### src/rtl/dss_pkg.sv
package dss_pkg;
  localparam logic [1:0] SEL_IDLE    = 2'b00;
  localparam logic [1:0] SEL_UNKNOWN = 2'b01;
  localparam logic [1:0] SEL_NEGREF  = 2'b10;

  typedef enum logic [1:0] {ST_IDLE, ST_INTEG, ST_DEINT} dssState_t;

  typedef struct packed {
    logic clear;
    logic step;
  } cntStrobe_t;
endpackage

### src/rtl/dss_sync.sv
module dss_sync #(
  parameter int STAGES = 2
) (
  input  logic clk,
  input  logic rstN,
  input  logic asyncIn,
  output logic syncOut
);
  logic [STAGES-1:0] chain;

  generate
    for (genvar s = 0; s < STAGES; s++) begin : gStage
      always_ff @(posedge clk or negedge rstN) begin
        if (!rstN) chain[s] <= 1'b0;
        else if (s == 0) chain[s] <= asyncIn;
        else chain[s] <= chain[(s == 0) ? 0 : s-1];
      end
    end
  endgenerate

  assign syncOut = chain[STAGES-1];
endmodule

### src/rtl/dss_bcd_count.sv
module dss_bcd_count
  import dss_pkg::*;
#(
  parameter int DIGITS = 4
) (
  input  logic               clk,
  input  logic               rstN,
  input  cntStrobe_t         strobe,
  output logic [4*DIGITS-1:0] count,
  output logic               allNines
);
  localparam int W = 4 * DIGITS;

  logic [DIGITS:0] carry;
  assign carry[0] = 1'b1;

  generate
    for (genvar d = 0; d < DIGITS; d++) begin : gDigit
      logic [3:0] digit;
      assign carry[d+1] = carry[d] && (digit == 4'd9);
      always_ff @(posedge clk or negedge rstN) begin
        if (!rstN)                         digit <= 4'd0;
        else if (strobe.clear)             digit <= 4'd0;
        else if (strobe.step && carry[d])  digit <= (digit == 4'd9) ? 4'd0 : digit + 4'd1;
      end
      assign count[4*d +: 4] = digit;
    end
  endgenerate

  assign allNines = carry[DIGITS];

  logic unusedW;
  assign unusedW = (W == 0);
endmodule

### src/rtl/dss_ctrl.sv
module dss_ctrl
  import dss_pkg::*;
(
  input  logic       clk,
  input  logic       rstN,
  input  logic       startReq,
  input  logic       cmpSync,
  input  logic       allNines,
  output cntStrobe_t strobe,
  output logic [1:0] inSel,
  output logic       done,
  output logic       overRange
);
  dssState_t state;

  always_comb begin
    strobe = '0;
    unique case (state)
      ST_IDLE:  strobe.clear = startReq;
      ST_INTEG: strobe.step  = 1'b1;
      ST_DEINT: strobe.step  = cmpSync && !allNines;
      default:  strobe       = '0;
    endcase
  end

  always_ff @(posedge clk or negedge rstN) begin
    if (!rstN) begin
      state     <= ST_IDLE;
      inSel     <= SEL_IDLE;
      done      <= 1'b0;
      overRange <= 1'b0;
    end else begin
      unique case (state)
        ST_IDLE: if (startReq) begin
          state     <= ST_INTEG;
          inSel     <= SEL_UNKNOWN;
          done      <= 1'b0;
          overRange <= 1'b0;
        end
        ST_INTEG: if (allNines) begin
          state <= ST_DEINT;
          inSel <= SEL_NEGREF;
        end
        ST_DEINT: if (!cmpSync) begin
          state <= ST_IDLE;
          inSel <= SEL_IDLE;
          done  <= 1'b1;
        end else if (allNines) begin
          state     <= ST_IDLE;
          inSel     <= SEL_IDLE;
          done      <= 1'b1;
          overRange <= 1'b1;
        end
        default: begin
          state <= ST_IDLE;
          inSel <= SEL_IDLE;
        end
      endcase
    end
  end
endmodule

### src/rtl/dual_slope_seq.sv
module dual_slope_seq
  import dss_pkg::*;
#(
  parameter int DIGITS      = 4,
  parameter int SYNC_STAGES = 2
) (
  input  logic                clk,
  input  logic                rstN,
  input  logic                startReq,
  input  logic                cmpIn,
  output logic [1:0]          inSel,
  output logic [4*DIGITS-1:0] result,
  output logic                done,
  output logic                overRange
);
  cntStrobe_t strobe;
  logic       cmpSync;
  logic       allNines;

  dss_sync #(.STAGES(SYNC_STAGES)) uSync (
    .clk(clk), .rstN(rstN), .asyncIn(cmpIn), .syncOut(cmpSync)
  );

  dss_ctrl uCtrl (
    .clk(clk), .rstN(rstN), .startReq(startReq), .cmpSync(cmpSync),
    .allNines(allNines), .strobe(strobe), .inSel(inSel), .done(done),
    .overRange(overRange)
  );

  dss_bcd_count #(.DIGITS(DIGITS)) uCount (
    .clk(clk), .rstN(rstN), .strobe(strobe), .count(result), .allNines(allNines)
  );
endmodule

### config.mk
export PLATFORM = sky130hd
export DESIGN_NAME = dual_slope_seq
export DESIGN_NICKNAME = d
export VERILOG_FILES = /design/src/rtl/dss_pkg.sv /design/src/rtl/dss_sync.sv /design/src/rtl/dss_bcd_count.sv /design/src/rtl/dss_ctrl.sv /design/src/rtl/dual_slope_seq.sv
export SDC_FILE = /design/constraint.sdc
export NUM_CORES = 1
export LEC_CHECK = 0
export ABC_AREA = 1
export BUFFER_PORTS_ARGS = -buffer_cell sky130_fd_sc_hd__clkbuf_2
export CORE_ASPECT_RATIO = 1.75
export CORE_MARGIN = 4
export CORE_UTILIZATION = 50
export CTS_CLUSTER_SIZE = 16
export DETAILED_ROUTE_END_ITERATION = 10
export GPL_ROUTABILITY_DRIVEN = 0
export GPL_TIMING_DRIVEN = 0
export PLACE_DENSITY_LB_ADDON = 0.15
export SETUP_SLACK_MARGIN = 0.3
export SLEW_MARGIN = 20
export SYNTH_ARGS = -nofsm -noshare
export SYNTH_HDL_FRONTEND = slang
export SYNTH_SLANG_ARGS = --single-unit
### constraint.sdc
create_clock -name clk -period 4.4 [get_ports clk]
set_input_delay 1.32 -clock clk [delete_from_list [all_inputs] [get_ports clk]]
set_output_delay 1.32 -clock clk [all_outputs]
set_load 0.01 [all_outputs]
# Yosys cells after proc, flatten, opt, wreduce, memory -nomap -nowiden
# Cells that the tools add are included.
# Widths: inputs -> output; s select.
# word_totals
reg_bits	22
latch_bits	0
mem_bits_rw	0
romBits	0
input_bits	4
output_inout_bits	20
word_cells	66
mem_count	0
# op_classes
n_addsub	4
mul	0
div_mod_pow	0
magnitude_cmp	0
n_eq_ne	11
shifts	0
muxes	25
bitwise_logic	0
reduce_logical	17
# op_table
operator	n
$mux 4	12
$add 4x1->4 const B	4
$eq 4x4->1 const B	4
$reduce_bool 2->1	5
$mux 2	4
$logic_and 1x1->1	7
$pmux 1 s2	3
$pmux 2 s3	1
$reduce_and 3->1	2
$mux 1	5
$ne 2x1->1 const B	2
$ne 2x2->1 const B	2
$reduce_and 4->1	1
$ne 3x2->1 const B	1
$eq 2x1->1 const B	1
$eq 2x2->1 const B	1
$logic_not 2->1	1
$logic_not 1->1	1

# Depth between registers and ports, before layout
# Gate-level depths: netlist (run 1).
# depth
depth_word	10
ltp_mapped	13
ltp_nobuf	13

# Modules after synthesis
# From an unflattened synthesis (run 1), not the netlist that was laid out.
# hier_totals
hier_cells	171
area_unflattened_um2	1382.6
# by_module_without_submodules
mod	instances	cells_each	area_per_inst_um2	seq_area_each_um2
dss_bcd_count	1	125	1001.0	400.4
dss_ctrl	1	44	331.6	100.1
dss_sync	1	2	50.0	50.0

# Least setup slack after synthesis (run 1)
# OpenSTA, ideal clock, no wires.
# synth_path
kind	input to register
from	input startReq
to	register uCount.gDigit[1].digit[0]
setup_ns	0.117
arrival_time_ns	1.849
t_required_ns	4.283
setup_slack_ns	2.434
cell_stages	5
path_buffers	1
cell_sequence	nand2_1 > clkbuf_4 > nand2_4 > nand2_1 > nand2_1
# synth_via
elab_chain_len	2
word_cells_on_any_way	3
classes_between	2 x mux; 1 x reduce/logical
# synth_lines
item	line	rtl
from (decl)	dual_slope_seq.sv:9	input logic startReq,
$mux 1 *	dss_ctrl.sv:18	unique case (state)
$mux 4 / $reduce_bool 2->1 (equally long branches)	-	
to (signal assigned)	dss_bcd_count.sv:24	else if (strobe.step && carry[d]) digit <= (digit == 4'd9) ? 4'd0 : digit + 4'd1;
to (decl)	dss_bcd_count.sv:19	logic [3:0] digit;
# Every way passes the cells marked *; elsewhere a longest branch is shown, timed or not.
# A chain may end at the register's enable or synchronous reset.

# Worst setup path in the final report (run 1)
# layout_path
from	register uCount.gDigit[1].digit[0]
to	output result[4]
# layout_rtl
item	line	rtl
to (decl)	dual_slope_seq.sv:12	output logic [4*DIGITS-1:0] result,
# No word-level cell between the ends.

==> results of run 1 <==
-- state kept, by name, summed over array words and instances (netlist names) --
name and count:
uCount.gDigit.digit 16, uCtrl.inSel 2, uCtrl.done 1, uCtrl.overRange 1, uSync.chain 1, uSync.syncOut 1
-- routing by layer --
layer / track usage, % / vias to the layer above
met5: 0 / -
met1: 17.11 / 551
met3: 2.064 / 5
met4: 6.739 / 0
met2: 29.45 / 22
li1: - / 596
-- layout make-up --
class | instances | area share, %
inverters | 18 | 4.119
clock buffers | 4 | 3.356
plain buffers | 2 | 0.7628
well taps | 27 | 2.060
flip-flops and latches | 22 | 33.56
multi-input cells | 130 | 49.12
repair buffers | 23 | 7.018
-- synth_stat cells, types with 2 or more instances --
cell type / n / area share, %
nand4_1: 2 / 0.87
nand2_2: 4 / 1.7
xor2_1: 5 / 3.0
nand3_1: 23 / 8.0
dfrtp_1: 22 / 38
nand3_4: 3 / 3.7
nand2_4: 5 / 3.9
nor2_1: 20 / 5.2
inv_1: 17 / 4.4
xnor2_1: 3 / 1.8
nor2_2: 4 / 1.7
ha_1: 9 / 7.8
nand2_1: 42 / 11
o21ai_0: 2 / 0.70
-- worst paths after layout --
check,start,endpoint,slack (ns)
worst max-delay path,uCount.gDigit[1].digit[0]$_DFFE_PN0P_,result[4],2.20
worst min-delay path,uSync.chain[0]$_DFF_PN0_,uSync.syncOut$_DFF_PN0_,0.36
worst max register to register,uCount.gDigit[0].digit[1]$_DFFE_PN0P_,uCount.gDigit[2].digit[0]$_DFFE_PN0P_,2.71
worst min register to register,uSync.chain[0]$_DFF_PN0_,uSync.syncOut$_DFF_PN0_,0.36
max in group asynchronous,rstN,uCount.gDigit[1].digit[3]$_DFFE_PN0P_,3.00
min in group asynchronous,rstN,uCtrl.inSel[1]$_DFFE_PN0P_,1.03
-- kinds of logic (layout without fill, tap and decap cells) --
logic type	Yosys count	count (layout)
simple gates	107	107
buf+inv	20	47
xor+xnor	8	8
fa+ha+maj	9	9
flops	22	22
compound gates	6	6
-- report_power, final --
group | leakage, µW | internal (µW) | switching, µW
clock network | 0.0000288 | 79.9 | 66.6
logic | 0.000581 | 0.945 | 4.30
registers | 0.000279 | 203 | 0.327
-- stage by stage --
step / setup slack (ns) / area, µm² / std cells
floorplan: 2.434 / 1436 / 172
global placement: 2.161 / 1585 / 222
detailed placement: 2.149 / 1585 / 222
CTS: 2.188 / 1640 / 226
global route: 2.139 / 1640 / 226
finish: 2.201 / 1640 / 226
==> metrics.yaml, run 1 <==
status: "completed"
clk_pin_slew_ns: 0.08
min_period_ns: 2.199
post-route-util_pct: 60.28
drive_gt1_share_pct: 25.63
clock_sinks: 22
netlist_area_mm2: 0.001436
nets: 213
crit_arrival_ns: 0.88
fp.dieW_um: 48.52
drt-total-wl_um: 2736
ios: 24
maxCapViolations: 0
synthesis.nets: 185
finClkSkew_ns: 0.002343
post_cts_buffers: 0
dp_hpwl_um: 2194
cts_tree: "done"
overflow: 0
cellPowerDensity_mw_per_mm2: 216.4
wl_met3_um: 86
nFillCells: 256
synthSimpleGateAreaFrac_pct: 40.85
post_cts_resized: 0
synth-seq-area-share_pct: 38.33
cp-end-kind: "output port"
numCtsBuffers: 3
detail_route.vias_per_cell: 5.195
grt_antenna_before_repair: 0
fmax_ghz: 0.4548
syn_avg_cell_area_um2: 8.351
cp-start-kind: "flip-flop"
cp_num_cells: 1
ant_nets: 0
finalSetupViolCount: 0
cp.required_ns: 3.08
die_height_um: 78.91
route.met2.wl_um: 1521
post_drt_wl_per_cell_um: 12.11
syn_inst: 172
dieArea_mm2: 0.003828
clk_path_buf_depth: 2
core_mm2: 0.002721
whs_ns: 0.3576
crit_buf_inv: 1
std_cell_rows: 25
p_total_uw: 354.9
yosysWarnings: 0
clock_latency_ns: 0.26
period_share_pct: 49.98
wl_met1_um: 1079
synth-edff-count: 0
postCtsHoldBufs: 0
vias: 1174
antenna-diode-count: 0
drv_slew: 0
leakagePower_uw: 0.0008891
top_layer_used: "met4"
grt_max_degree: 23
hold_path_class: "flip-flop to flip-flop"
ys_ff_latch: 22
critPathKind: "flip-flop to output port"
tightest_slew_ns: 0.5565
drt-initial-drc-count: 17
synth.distinct_cells: 25
synth_xor_area_share_pct: 4.878
rsz0062_at_grt: "no"
drc_errors: 0
tns_ns: 0
synth_fa_ha_area_share_pct: 7.840
relSlewSlack_pct: 62.90
multiInputGateArea_um2: 805.8
dominantRegCellSynth: "dfrtp_1"
crit_slowest_cell: "dfrtp_1"
cp_max_fo: 6
layout_common_cells: "42 x nand2_1, 23 x nand3_1, 23 x clkbuf_2, 22 x dfrtp_1, 20 x nor2_1"
firstDrtPassIters: 4
mostFrequentLayoutCell: "nand2_1"
final_hold_viol_count: 0
io_buffer_count: 23
slowest_delay_ns: 0.44
hold_depth: 0
crit_chain: "clkbuf_2"
synth_compound_area_share_pct: 2.526
crit_family: "flip-flops"
async_flop_share_pct: 100.0
reg2reg_depth: 13
grt_pass1_wl_um: 4947
area_growth_pct: 14.20
cts_root_buf: "clkbuf_8"
vdd_ir_drop_max_mv: 0.1841
regArea_um2: 550.5
start_util_pct: 52.78
synth_top_family_by_area: "simple AND/OR/NAND/NOR gates"
grt_usage_pct: 15.72
htree_levels: 1
synthMuxAreaShare_pct: 0
grt_pass1_vias: 1178
Power figures use the tool's default switching activity.
==> run 2: changes to the inputs <==
Clock period 4.4 ns to 1.8 ns, I/O delays scaled along.
==> run 2 against run 1 <==
Critical path depth increased by 12. Sequential cell count unchanged. Setup slack got worse by 2.0 ns. Clock power increased by 150%. Clock skew increased by 0.0011 ns. Total power increased by 140%. Register-to-register slack got worse by 2.5 ns. Sequential power increased by 140%. Global-route usage increased by 0.82 points. Die area unchanged. Critical path type is now flip-flop to flip-flop. Largest cell class unchanged.
==> metrics.yaml, run 2 (synthesis results as in run 1) <==
status: "completed"
leakagePower_uw: 0.0009462
vias: 1231
cellPowerDensity_mw_per_mm2: 489.0
start_util_pct: 52.78
std_cell_rows: 25
clock_latency_ns: 0.26
numCtsBuffers: 3
top_register: "uCount.gDigit.digit"
relSlewSlack_pct: 62.79
fin_area_mm2: 0.001777
core_mm2: 0.002721
ios: 24
vdd_ir_drop_max_mv: 0.4536
drive_gt1_share_pct: 35.58
cp-end-kind: "flip-flop"
clk_path_buf_depth: 2
regArea_um2: 553.0
nFillCells: 225
clock_sinks: 22
fp.dieW_um: 48.52
tightest_slew_ns: 0.5581
min_period_ns: 1.613
grt_max_degree: 23
antenna-diode-count: 0
cp.required_ns: 1.96
place_worst_setup_slack_ns: 0.1019
cts_tree: "done"
p_total_uw: 868.8
drt-initial-drc-count: 33
nets: 222
finClkSkew_ns: 0.003421
grt_antenna_before_repair: 0
grt_pass1_wl_um: 5230
cts_root_buf: "clkbuf_8"
htree_levels: 1
detail_route.vias_per_cell: 5.238
dp_hpwl_um: 2197
cp_max_fo: 6
largest_reg_flops: 16
layout_setup_ws_ns: 0.1867
layout_common_cells: "34 x nand2_1, 22 x nand3_1, 21 x clkbuf_2, 20 x dfrtp_1, 19 x nor2_1"
dieArea_mm2: 0.003828
area_growth_pct: 23.69
crit_arrival_ns: 1.78
whs_ns: 0.2494
drv_slew: 0
top_regs: "uCount.gDigit.digit: 16 flops, uCtrl.inSel: 2 flops"
drc_errors: 0
die_height_um: 78.91
drt-total-wl_um: 3027
post_drt_wl_per_cell_um: 12.88
grt_pass1_vias: 1261
period_share_pct: 89.63
clk_pin_slew_ns: 0.08
place_area_mm2: 0.001585
finalSetupViolCount: 0
io_buffer_count: 23
final_hold_viol_count: 0
hold_path_class: "input port to asynchronous set/reset pin"
ant_nets: 0
rsz0062_at_grt: "yes"
tns_ns: 0
fmax_ghz: 0.6199
maxCapViolations: 0
mostFrequentLayoutCell: "nand2_1"
overflow: 0
postCtsHoldBufs: 0
critPathKind: "flip-flop to flip-flop"
multiInputGateArea_um2: 855.8
grt_usage_pct: 16.54
firstDrtPassIters: 4
cp-start-kind: "flip-flop"
[run 2: cell count changes in the layout (fill, tap and decap cells not counted), moves of 3 or more]
cell	before	now
nand2_1	42	34
buf_6	0	3
nand2_2	4	11
nor2_4	1	4
buf_4	0	9
[run 2: per-stage QoR]
stage,util (%),instances
floorplan,-,172
global placement,58.25,222
detailed placement,58.25,222
CTS,62.25,231
global route,65.29,235
finish,65.29,235
[run 2: layer usage]
layer | wire length [µm] | vias up | GRT usage (%)
met3 | 101 | 6 | 2.627
met5 | 0 | - | 0
li1 | - | 614 | -
met2 | 1774 | 29 | 32.07
met1 | 1106 | 582 | 16.75
met4 | 44 | 0 | 7.008
[run 2: path summary, 6_finish.rpt]
check                                                       from                                    end  slack, ns  cells after the start
max                        uCount.gDigit[0].digit[1]$_DFFE_PN0P_  uCount.gDigit[2].digit[0]$_DFFE_PN0P_       0.19                     13
min                                                         rstN             uCtrl.inSel[1]$_DFFE_PN0P_       0.25                      1
max reg2reg                uCount.gDigit[0].digit[1]$_DFFE_PN0P_  uCount.gDigit[2].digit[0]$_DFFE_PN0P_       0.19                     13
min reg2reg                             uSync.chain[0]$_DFF_PN0_                uSync.syncOut$_DFF_PN0_       0.37                      0
max in group asynchronous                                   rstN  uCount.gDigit[0].digit[0]$_DFFE_PN0P_       1.15                      1
min in group clk                        uSync.chain[0]$_DFF_PN0_                uSync.syncOut$_DFF_PN0_       0.37                      0
[run 2: worst max-delay path, stage by stage, from the launching register on]
cell     delay (ns)
dfrtp_1        0.38
inv_1          0.06
ha_2           0.16
inv_2          0.04
nor2_4         0.11
nand2_4        0.09
nor2_4         0.10
nand2_2        0.07
nand2_4        0.11
nand2_8        0.09
nand3_4        0.11
nand2_4        0.08
nand2_2        0.07
nand2_1        0.04
[run 2: repair_timing]
item                                    4_1_cts  5_1_grt
setup buffers                                 5        4
gates resized for setup                       4       20
endpoints found under the setup margin       18       21
pin swaps                                     0        4
[run 2: cell type report]
cell class,instances,area share (%)
inverter,18,3.803
tap,27,1.901
clock buffer,4,3.099
sequential,22,31.13
timing repair buffer,32,11.20
buffer,2,0.7042
multi-input combinational,130,48.17
[run 2: where the power goes]
| group | internal, µW | switching, µW | total [µW] |
|---|---|---|---|
| registers | 496 | 0.966 | 497 |
| clock network | 195 | 164 | 359 |
| logic | 2.31 | 10.6 | 13.0 |
| total | 693 | 175 | 869 |
==> run 3: changes to the inputs <==
Settings changed: CORE_UTILIZATION 50 to 45.
==> run 3 against run 2 <==
Utilization shrank 4.1 points. First-iteration DRC count fell by 12%. Hold slack gained 0.0067 ns. Sequential share of layout area down 0.92 points. Critical endpoint is now uCount.gDigit[3].digit[1]$_DFFE_PN0P_. Global-route usage up 0.054 points. Sequential power hardly changed. Routed wire length rose by 2.7%. Clock-buffer cell count did not move. Critical path depth is the same. Combinational power hardly changed. Via count up 1.4%.
==> metrics.yaml, run 3 (synthesis results as in run 1) <==
tightest_slew_ns: 0.5632
drive_gt1_share_pct: 36.67
cp.required_ns: 1.96
finalSetupViolCount: 0
htree_levels: 1
grt_antenna_before_repair: 0
top_regs: "uCount.gDigit.digit: 16 flops, uCtrl.inSel: 2 flops"
grt_pass1_wl_um: 5264
vias: 1248
maxCapViolations: 0
core_mm2: 0.002993
start_util_pct: 47.99
fp.dieW_um: 50.71
overflow: 0
antenna-diode-count: 0
leakagePower_uw: 0.0009567
tns_ns: 0
cts_root_buf: "clkbuf_8"
ant_nets: 0
cp-end-kind: "flip-flop"
rsz0062_at_grt: "yes"
relSlewSlack_pct: 62.46
cp_max_fo: 6
cellPowerDensity_mw_per_mm2: 472.0
fmax_ghz: 0.6253
mostFrequentLayoutCell: "nand2_1"
final_hold_viol_count: 0
nets: 224
drc_errors: 0
finClkSkew_ns: 0.0008234
drv_slew: 0
grt_usage_pct: 16.59
post-route-util_pct: 61.16
firstDrtPassIters: 4
dp_hpwl_um: 2232
grt_pass1_vias: 1255
post_drt_wl_per_cell_um: 12.34
drt-total-wl_um: 3110
area_growth_pct: 27.44
cts_tree: "done"
clock_sinks: 22
dieArea_mm2: 0.004195
detail_route.vias_per_cell: 4.952
period_share_pct: 88.85
place_area_mm2: 0.001604
fin_area_mm2: 0.001831
largest_reg_flops: 16
status: "completed"
numCtsBuffers: 3
die_height_um: 82.74
min_period_ns: 1.599
top_register: "uCount.gDigit.digit"
grt_max_degree: 23
clock_latency_ns: 0.26
drt-initial-drc-count: 29
clk_pin_slew_ns: 0.08
cp-start-kind: "flip-flop"
io_buffer_count: 23
crit_arrival_ns: 1.76
ios: 24
std_cell_rows: 26
layout_common_cells: "35 x nand2_1, 22 x nand3_1, 22 x clkbuf_2, 20 x dfrtp_1, 18 x nor2_1"
vdd_ir_drop_max_mv: 0.3537
clk_path_buf_depth: 2
critPathKind: "flip-flop to flip-flop"
postCtsHoldBufs: 0
hold_path_class: "input port to asynchronous set/reset pin"
## run 3: cell types whose count changed in the layout (fill, tap and decap cells not counted)
cell      previous run  this run
buf_2                1         2
a21oi_4              0         1
clkbuf_2            21        22
nand2_4              6         7
a21oi_1              1         0
nand2_1             34        35
nor2_2               2         3
nand2_2             11         9
buf_4                9         8
clkbuf_4             0         1
buf_12               0         1
nor2_1              19        18
buf_6                3         2
## run 3: worst max-delay path, stage by stage (launching register included)
cell,delay (ns)
dfrtp_1,0.39
inv_1,0.06
ha_2,0.16
inv_2,0.04
nor2_4,0.09
nand2_4,0.09
nor2_4,0.11
nand2_2,0.08
nand2_4,0.10
nand2_8,0.09
nand3_4,0.11
nand2_4,0.07
nand2_1,0.07
nand2_1,0.05
## run 3: report_power, final
part           internal (µW)  switching, µW
Sequential               496           1.06
Combinational           2.29           10.5
Clock                    195            159
Total                    693            171
## run 3: final cells by class
cell class	count	area, µm²
Multi-Input combinational cell	130	872.1
Tap cell	42	52.55
Timing Repair Buffer	34	217.7
Inverter	18	67.56
Sequential cell	22	553.0
Fill cell	292	1162
Buffer	2	12.51
Clock buffer	4	55.05
## run 3: repair_timing
item                       CTS  global route
pin swaps                    4             3
cloned                       0             0
buffers inserted            10             1
gates resized for setup     14            10
setup endpoints to repair   18            22
## run 3: through the flow
stage               hold WS (ns)  std cells  power (µW)  worst slack (ns)
floorplan                 0.2444        172       506.7            0.2259
global placement          0.3388        237       520.4            0.1389
detailed placement        0.3395        237       520.9           0.08711
CTS                       0.2741        251       877.3            0.2005
global route              0.2929        252       906.5           0.07332
finish                    0.2561        252       864.1            0.2007
## run 3: path summary, 6_finish.rpt
path,depth (start not counted),slack [ns],from,endpoint
setup / recovery,13,0.20,uCount.gDigit[0].digit[1]$_DFFE_PN0P_,uCount.gDigit[3].digit[1]$_DFFE_PN0P_
hold / removal,1,0.26,rstN,uCount.gDigit[0].digit[3]$_DFFE_PN0P_
setup reg to reg,13,0.20,uCount.gDigit[0].digit[1]$_DFFE_PN0P_,uCount.gDigit[3].digit[1]$_DFFE_PN0P_
hold reg to reg,0,0.36,uSync.chain[0]$_DFF_PN0_,uSync.syncOut$_DFF_PN0_
max in group asynchronous,1,1.14,rstN,uCount.gDigit[2].digit[0]$_DFFE_PN0P_
min in group clk,0,0.36,uSync.chain[0]$_DFF_PN0_,uSync.syncOut$_DFF_PN0_
## run 3: routing by layer
layer	part of all wire [%]	GRT usage [%]
met2	57	32.46
met3	3.1	2.873
met1	39	16.55
met4	0.90	7.817
met5	0	0
